--- src/rtl/sbuf_pkg.sv ---
package sbuf_pkg;
  typedef enum logic [1:0] {
    ST_IDLE   = 2'd0,
    ST_DEMAND = 2'd1,
    ST_WAITPF = 2'd2
  } sb_state_e;

  localparam logic SRC_DEMAND = 1'b0;
  localparam logic SRC_PF     = 1'b1;
endpackage

--- src/rtl/sbuf_entry.sv ---
module sbuf_entry #(
  parameter int ADDR_W = 16,
  parameter int DATA_W = 32
) (
  input  logic              clk,
  input  logic              rst_n,
  input  logic              restart,
  input  logic [ADDR_W-1:0] restart_addr,
  input  logic              advance,
  input  logic              issue_ack,
  input  logic              rsp_valid,
  input  logic              rsp_pf,
  input  logic [ADDR_W-1:0] rsp_addr,
  input  logic [DATA_W-1:0] rsp_data,
  input  logic [ADDR_W-1:0] look_addr,
  output logic              ent_valid,
  output logic              ent_pending,
  output logic              ent_issued,
  output logic [ADDR_W-1:0] ent_addr,
  output logic [DATA_W-1:0] ent_data,
  output logic              look_ready,
  output logic              look_waiting,
  output logic              rsp_take
);
  function automatic logic [ADDR_W-1:0] succ(input logic [ADDR_W-1:0] a);
    return a + 1'b1;
  endfunction

  logic look_match;
  assign look_match   = ent_valid && (ent_addr == look_addr);
  assign look_ready   = look_match && !ent_pending;
  assign look_waiting = look_match && ent_pending;
  assign rsp_take     = rsp_valid && rsp_pf && ent_valid && ent_pending &&
                        ent_issued && (rsp_addr == ent_addr);

  always_ff @(posedge clk) begin
    if (!rst_n) begin
      ent_valid   <= 1'b0;
      ent_pending <= 1'b0;
      ent_issued  <= 1'b0;
      ent_addr    <= '0;
      ent_data    <= '0;
    end else if (restart) begin
      ent_valid   <= 1'b1;
      ent_pending <= 1'b1;
      ent_issued  <= 1'b0;
      ent_addr    <= succ(restart_addr);
    end else if (advance) begin
      ent_pending <= 1'b1;
      ent_issued  <= 1'b0;
      ent_addr    <= succ(ent_addr);
    end else begin
      if (issue_ack) ent_issued <= 1'b1;
      if (rsp_take) begin
        ent_pending <= 1'b0;
        ent_data    <= rsp_data;
      end
    end
  end
endmodule

--- src/rtl/sbuf_req_arb.sv ---
module sbuf_req_arb #(
  parameter int ADDR_W = 16
) (
  input  logic              dem_valid,
  input  logic [ADDR_W-1:0] dem_addr,
  input  logic              pf_valid,
  input  logic [ADDR_W-1:0] pf_addr,
  input  logic              mem_ready,
  output logic              mem_valid,
  output logic [ADDR_W-1:0] mem_addr,
  output logic              mem_pf,
  output logic              dem_ack,
  output logic              pf_ack
);
  import sbuf_pkg::*;

  assign mem_valid = dem_valid || pf_valid;
  assign mem_pf    = dem_valid ? SRC_DEMAND : SRC_PF;
  assign mem_addr  = dem_valid ? dem_addr : pf_addr;
  assign dem_ack   = dem_valid && mem_ready;
  assign pf_ack    = !dem_valid && pf_valid && mem_ready;
endmodule

--- src/rtl/stream_prefetcher.sv ---
module stream_prefetcher #(
  parameter int ADDR_W = 16,
  parameter int DATA_W = 32
) (
  input  logic              clk,
  input  logic              rst_n,
  input  logic              miss_valid,
  input  logic [ADDR_W-1:0] miss_addr,
  output logic              miss_ready,
  output logic              fill_valid,
  output logic [ADDR_W-1:0] fill_addr,
  output logic [DATA_W-1:0] fill_data,
  output logic              fill_from_buf,
  output logic              mem_req_valid,
  input  logic              mem_req_ready,
  output logic [ADDR_W-1:0] mem_req_addr,
  output logic              mem_req_pf,
  input  logic              mem_rsp_valid,
  input  logic [ADDR_W-1:0] mem_rsp_addr,
  input  logic              mem_rsp_pf,
  input  logic [DATA_W-1:0] mem_rsp_data
);
  import sbuf_pkg::*;

  sb_state_e         state;
  logic              dem_pend;
  logic [ADDR_W-1:0] dem_addr;
  logic [ADDR_W-1:0] wait_addr;

  logic              ent_valid, ent_pending, ent_issued;
  logic [ADDR_W-1:0] ent_addr;
  logic [DATA_W-1:0] ent_data;
  logic              look_ready, look_waiting, rsp_take;
  logic [ADDR_W-1:0] look_addr;
  logic              dem_ack, pf_ack, pf_want;

  // named internal events, also watched by the checker
  logic miss_fire, ev_buf_hit, ev_buf_wait, ev_miss_restart;
  logic ev_wait_done, ev_dem_rsp, ev_fill;

  assign miss_ready      = (state == ST_IDLE);
  assign miss_fire       = miss_valid && miss_ready;
  assign look_addr       = (state == ST_IDLE) ? miss_addr : wait_addr;
  assign ev_buf_hit      = miss_fire && look_ready;
  assign ev_buf_wait     = miss_fire && look_waiting;
  assign ev_miss_restart = miss_fire && !look_ready && !look_waiting;
  assign ev_wait_done    = (state == ST_WAITPF) && look_ready;
  assign ev_dem_rsp      = (state == ST_DEMAND) && mem_rsp_valid &&
                           (mem_rsp_pf == SRC_DEMAND) && (mem_rsp_addr == dem_addr);
  assign ev_fill         = ev_buf_hit || ev_wait_done || ev_dem_rsp;
  assign pf_want         = ent_valid && ent_pending && !ent_issued;

  sbuf_entry #(.ADDR_W(ADDR_W), .DATA_W(DATA_W)) entry_i (
    .clk          (clk),
    .rst_n        (rst_n),
    .restart      (ev_miss_restart),
    .restart_addr (miss_addr),
    .advance      (ev_buf_hit || ev_wait_done),
    .issue_ack    (pf_ack),
    .rsp_valid    (mem_rsp_valid),
    .rsp_pf       (mem_rsp_pf),
    .rsp_addr     (mem_rsp_addr),
    .rsp_data     (mem_rsp_data),
    .look_addr    (look_addr),
    .ent_valid    (ent_valid),
    .ent_pending  (ent_pending),
    .ent_issued   (ent_issued),
    .ent_addr     (ent_addr),
    .ent_data     (ent_data),
    .look_ready   (look_ready),
    .look_waiting (look_waiting),
    .rsp_take     (rsp_take)
  );

  sbuf_req_arb #(.ADDR_W(ADDR_W)) arb_i (
    .dem_valid (dem_pend),
    .dem_addr  (dem_addr),
    .pf_valid  (pf_want),
    .pf_addr   (ent_addr),
    .mem_ready (mem_req_ready),
    .mem_valid (mem_req_valid),
    .mem_addr  (mem_req_addr),
    .mem_pf    (mem_req_pf),
    .dem_ack   (dem_ack),
    .pf_ack    (pf_ack)
  );

  always_ff @(posedge clk) begin
    if (!rst_n) begin
      state     <= ST_IDLE;
      dem_pend  <= 1'b0;
      dem_addr  <= '0;
      wait_addr <= '0;
    end else begin
      if (dem_ack) dem_pend <= 1'b0;
      unique case (state)
        ST_IDLE: begin
          if (ev_miss_restart) begin
            state    <= ST_DEMAND;
            dem_pend <= 1'b1;
            dem_addr <= miss_addr;
          end else if (ev_buf_wait) begin
            state     <= ST_WAITPF;
            wait_addr <= miss_addr;
          end
        end
        ST_DEMAND: if (ev_dem_rsp)   state <= ST_IDLE;
        ST_WAITPF: if (ev_wait_done) state <= ST_IDLE;
        default:   state <= ST_IDLE;
      endcase
    end
  end

  always_ff @(posedge clk) begin
    if (!rst_n) begin
      fill_valid    <= 1'b0;
      fill_addr     <= '0;
      fill_data     <= '0;
      fill_from_buf <= 1'b0;
    end else begin
      fill_valid <= ev_fill;
      if (ev_fill) begin
        fill_from_buf <= !ev_dem_rsp;
        fill_data     <= ev_dem_rsp ? mem_rsp_data : ent_data;
        fill_addr     <= ev_dem_rsp ? dem_addr :
                         (ev_wait_done ? wait_addr : miss_addr);
      end
    end
  end
endmodule

--- config.mk ---
export PLATFORM = sky130hd
export DESIGN_NAME = stream_prefetcher
export DESIGN_NICKNAME = d
export VERILOG_FILES = /design/src/rtl/sbuf_pkg.sv /design/src/rtl/sbuf_entry.sv /design/src/rtl/sbuf_req_arb.sv /design/src/rtl/stream_prefetcher.sv
export SDC_FILE = /design/constraint.sdc
export NUM_CORES = 1
export LEC_CHECK = 0
export ABC_CLOCK_PERIOD_IN_PS = 12000
export BUFFER_PORTS_ARGS = -buffer_cell sky130_fd_sc_hd__buf_2
export CAP_MARGIN = 20
export CORE_MARGIN = 10
export CORE_UTILIZATION = 60
export DETAILED_ROUTE_END_ITERATION = 10
export GPL_TIMING_DRIVEN = 0
export PLACE_DENSITY = 0.84
export SETUP_SLACK_MARGIN = 0.5
export SKIP_CTS_REPAIR_TIMING = 1
export SLEW_MARGIN = 20
export SYNTH_ARGS = -nofsm -noshare
export SYNTH_HDL_FRONTEND = slang
export SYNTH_SLANG_ARGS = --single-unit
--- constraint.sdc ---
create_clock -name clk -period 12 [get_ports clk]
set_input_delay 3 -clock clk [delete_from_list [all_inputs] [get_ports clk]]
set_output_delay 3 -clock clk [all_outputs]
set_load 0.1 [all_outputs]
==> impl_metrics.env <==
export IMPL_clk_pin_slew_ns=0.06
export IMPL_synthesized_nets=916
export IMPL_worst_slack_ns=5.001
export IMPL_finalWeightedCongestion=0.9832
export IMPL_final_hold_violation_count=0
export IMPL_routed_via_density=6.349
export IMPL_status="completed"
export IMPL_flow_area_growth_from_synthesis_pct=19.85
export IMPL_syn_mean_instance_area_um2=8.513
export IMPL_fp_row_count=39
export IMPL_max_clock_freq_ghz=0.1429
export IMPL_wl_um=24360
export IMPL_arrival_ns=7.35
export IMPL_cts_root_buffer="clkbuf_16"
export IMPL_drtAntennaViolNets=0
export IMPL_synth_warnings=0
export IMPL_floorplan_initialDensity_pct=62.20
export IMPL_dominantRegCellSynth="dfxtp_1"
export IMPL_drv_cap=0
export IMPL_first_global_vias=6751
export IMPL_timing_final_crit_share_pct=58.32
export IMPL_yosys_cell_types=53
export IMPL_met2_length_um=10670
export IMPL_drive_above_1_share_pct=19.68
export IMPL_power_share_switching_pct=28.88
export IMPL_slew_violations=0
export IMPL_wl_met3_um=3299
export IMPL_yosys_register_bits=136
export IMPL_length_of_routed_wiring_on_met1_um=9645
export IMPL_detailedRoute_firstIterationViolations=1170
export IMPL_cts_sinks=136
export IMPL_grt_first_pass_wirelength_um=36880
export IMPL_worst_setup_slack_post_dpl_ns=4.716
export IMPL_net_switching_power_uw=339.2
export IMPL_critical_path_maximum_fanout=10
export IMPL_dieHeight_um=129.5
export IMPL_number_of_antenna_violations_at_the_first_check_in_global_routing=1
export IMPL_fraction_of_power_consumed_by_the_clock_network_pct=44.7
export IMPL_synth_cells=845
export IMPL_die_width_um=129.5
export IMPL_setup_worst_path_start_class="primary input"
export IMPL_async_flop_share_pct=0
export IMPL_final_cell_area_excluding_filler_cells_mm2=0.008621
export IMPL_internal_power_uw=835.1
export IMPL_tritoncts="yes"
export IMPL_cts_buffers=17
export IMPL_critPathKind="primary input to register"
export IMPL_synthesis_area_mm2=0.007193
export IMPL_power_leakage_nw=3.362
export IMPL_top_signal_layer_used="met4"
export IMPL_overall_overflow_remaining_after_global_route=0
export IMPL_combinationalPowerShare_pct=15.3
export IMPL_global_route_usage_total_pct=28.20
export IMPL_cts_buffer_depth=2
export IMPL_grt_start_max_net_pins=17
export IMPL_detailed_place_area_mm2=0.008025
export IMPL_port_buffer_count=129
export IMPL_fin_tns_setup_ns=0
export IMPL_clock_skew_ns=0.008043
export IMPL_core_area_mm2=0.01156
export IMPL_synth_edf_count=0
export IMPL_clock_insertion_delay_worst_skew_ns=0.43
export IMPL_cp_end_kind="register"
export IMPL_layout_nets=1064
export IMPL_drtPass1Iterations=6
export IMPL_timing_max_slew_rel_slack_pct=38.32
export IMPL_vias=7301
export IMPL_power_per_cell_area_mw_per_mm2=136.2
export IMPL_post_route_drc_count=0
export IMPL_post_layout_total_power_mw=1.174
export IMPL_share_seq_of_total_power_pct=40.0
export IMPL_setup_viol_count_final=0
export IMPL_power_ir_vdd_worst_uv=118.3
export IMPL_worstPathRequired_ns=12.35
export IMPL_detail_route_wl_per_cell_um=21.18
export IMPL_die_area_mm2=0.01677
export IMPL_synth_seq_area_share_pct=37.85
export IMPL_timing_worst_slew_pin_value_ns=0.9238
export IMPL_hpwl_um=17730
export IMPL_finalWorstPathRequiredPeriod_ns=6.999
export IMPL_i_o_pin_total=139
export IMPL_setup_repair_after_global_routing_missed_its_margin="false"
export IMPL_worstHoldPathType="register to register"
export IMPL_cts_htree_levels=4
-- worst max-delay path: stages --
cell      delay (ns)
clkbuf_1        0.19
nor2b_1         0.19
a2111o_1        0.33
o22ai_1         0.25
o221ai_1        0.33
o311ai_2        0.88
clkbuf_1        0.55
nand2_1         0.11
nand2_1         0.09
ha_1            0.32
nand3_1         0.16
nor2_1          0.20
nand2_1         0.14
nor3_1          0.21
xnor2_1         0.14
o21ai_0         0.09
a31oi_1         0.18
-- cell usage after synthesis (2+ instances only) --
| cell type | number | area share [%] |
|---|---|---|
| nor4_1 | 8 | 0.70 |
| o21ai_0 | 27 | 1.9 |
| a31oi_1 | 13 | 1.1 |
| dfxtp_1 | 136 | 38 |
| xor2_1 | 34 | 4.1 |
| buf_1 | 7 | 0.37 |
| buf_6 | 2 | 0.31 |
| a21boi_1 | 3 | 0.31 |
| a21oi_1 | 8 | 0.56 |
| o22ai_1 | 3 | 0.26 |
| or3_1 | 6 | 0.52 |
| inv_1 | 14 | 0.73 |
| a21boi_0 | 64 | 6.7 |
| nand2b_1 | 4 | 0.35 |
| nor4b_1 | 2 | 0.24 |
| mux2i_1 | 50 | 7.0 |
| mux2_2 | 24 | 3.8 |
| nand4_1 | 6 | 0.52 |
| a221oi_1 | 3 | 0.37 |
| o311a_1 | 2 | 0.28 |
| nor3_1 | 6 | 0.42 |
| o211a_1 | 2 | 0.28 |
| o31ai_1 | 11 | 1.1 |
| nand3_1 | 63 | 4.4 |
| buf_4 | 3 | 0.31 |
| and3_1 | 5 | 0.43 |
| and2_1 | 6 | 0.52 |
| a22oi_1 | 47 | 4.9 |
| o2111ai_1 | 4 | 0.49 |
| buf_2 | 5 | 0.35 |
| nor2b_1 | 16 | 1.4 |
| nor2_1 | 12 | 0.63 |
| clkbuf_1 | 65 | 3.4 |
| xnor2_1 | 30 | 3.7 |
| nand2_1 | 125 | 6.5 |
| or4_1 | 12 | 1.3 |
-- registers in the layout, indices dropped and copies added (netlist names) --
name,count
fill_from_buf,1
entry_i.ent_addr,16
dem_pend,1
entry_i.ent_pending,1
dem_addr,16
fill_addr,16
entry_i.ent_valid,1
fill_data,32
entry_i.ent_issued,1
fill_valid,1
wait_addr,16
state,2
entry_i.ent_data,32
-- final timing paths --
path	startpoint	slack [ns]	depth (start not counted)	to
setup / recovery	miss_addr[3]	5.00	17	entry_i.ent_addr[12]
setup reg to reg	state[1]	6.87	19	entry_i.ent_addr[12]
hold reg to reg	entry_i.ent_data[5]	0.46	2	entry_i.ent_data[5]
hold / removal	entry_i.ent_data[5]	0.46	2	entry_i.ent_data[5]
-- layer usage --
metal | GRT usage [%] | vias to the layer above
met5 | 0 | -
met1 | 37.48 | 3394
met3 | 7.586 | 66
li1 | - | 3298
met2 | 42.75 | 543
met4 | 11.11 | 0
-- through the flow --
step / std cells / utilization [%] / hold slack [ns]
2_1_floorplan: 845 / - / 0.4352
3_3_place_gp: 1117 / 69.33 / 0.4432
3_5_place_dp: 1117 / 69.39 / 0.4495
4_1_cts: 1149 / 74.52 / 0.4586
5_1_grt: 1150 / 74.54 / 0.4765
6_report: 1150 / 74.54 / 0.4583
-- layout by cell type (no fill, tap or decap), drive strengths merged, types with 2 or more instances in the layout --
| master | Yosys | routed |
|---|---|---|
| nand4 | 6 | 6 |
| nand2 | 125 | 125 |
| and2 | 6 | 6 |
| dfxtp | 136 | 136 |
| or3 | 6 | 6 |
| o22ai | 3 | 3 |
| nor2 | 12 | 12 |
| o21ai | 27 | 27 |
| a31oi | 13 | 13 |
| clkbuf | 66 | 88 |
| xor2 | 34 | 34 |
| nor4b | 2 | 2 |
| clkinv | 0 | 4 |
| buf | 17 | 146 |
| mux2 | 24 | 24 |
| a21oi | 8 | 8 |
| o31ai | 11 | 11 |
| or2 | 2 | 2 |
| clkinvlp | 0 | 3 |
| o2111ai | 4 | 4 |
| o211a | 2 | 2 |
| a21boi | 67 | 67 |
| nor4 | 9 | 9 |
| nand2b | 4 | 4 |
| nor2b | 16 | 16 |
| bufinv | 0 | 2 |
| mux2i | 50 | 50 |
| nor3 | 6 | 6 |
| inv | 15 | 16 |
| a22oi | 47 | 47 |
| xnor2 | 30 | 30 |
| and3 | 5 | 5 |
| o311a | 2 | 2 |
| or4 | 12 | 12 |
| nand3 | 63 | 63 |
| a221oi | 3 | 3 |
-- cell type report --
class / instances / area (um2)
fillers: 873 / 2944
clock inverters: 10 / 118.9
inverters: 15 / 56.30
repair buffers: 129 / 645.6
diodes: 1 / 2.502
flip-flops and latches: 136 / 2723
well taps: 143 / 178.9
multi-input cells: 611 / 4076
plain buffers: 83 / 345.3
clock buffers: 22 / 474.2
-- cells by family after synthesis --
group / synth area share (%)
flops: 37.85
mux: 10.71
fa+ha+maj: 0.1739
xor+xnor: 7.793
compound gates: 19.17
buf+inv: 5.583
simple gates: 18.72
-- power groups by stage --
stage	registers, mW	clock network [mW]	logic (mW)
after CTS	0.469	0.522	0.175
final	0.470	0.525	0.179
after detailed placement	0.479	0	0.173
after floorplan	0.476	0	0.124
after global routing	0.471	0.545	0.188
after global placement	0.479	0	0.171
Power figures use the tool's default switching activity.
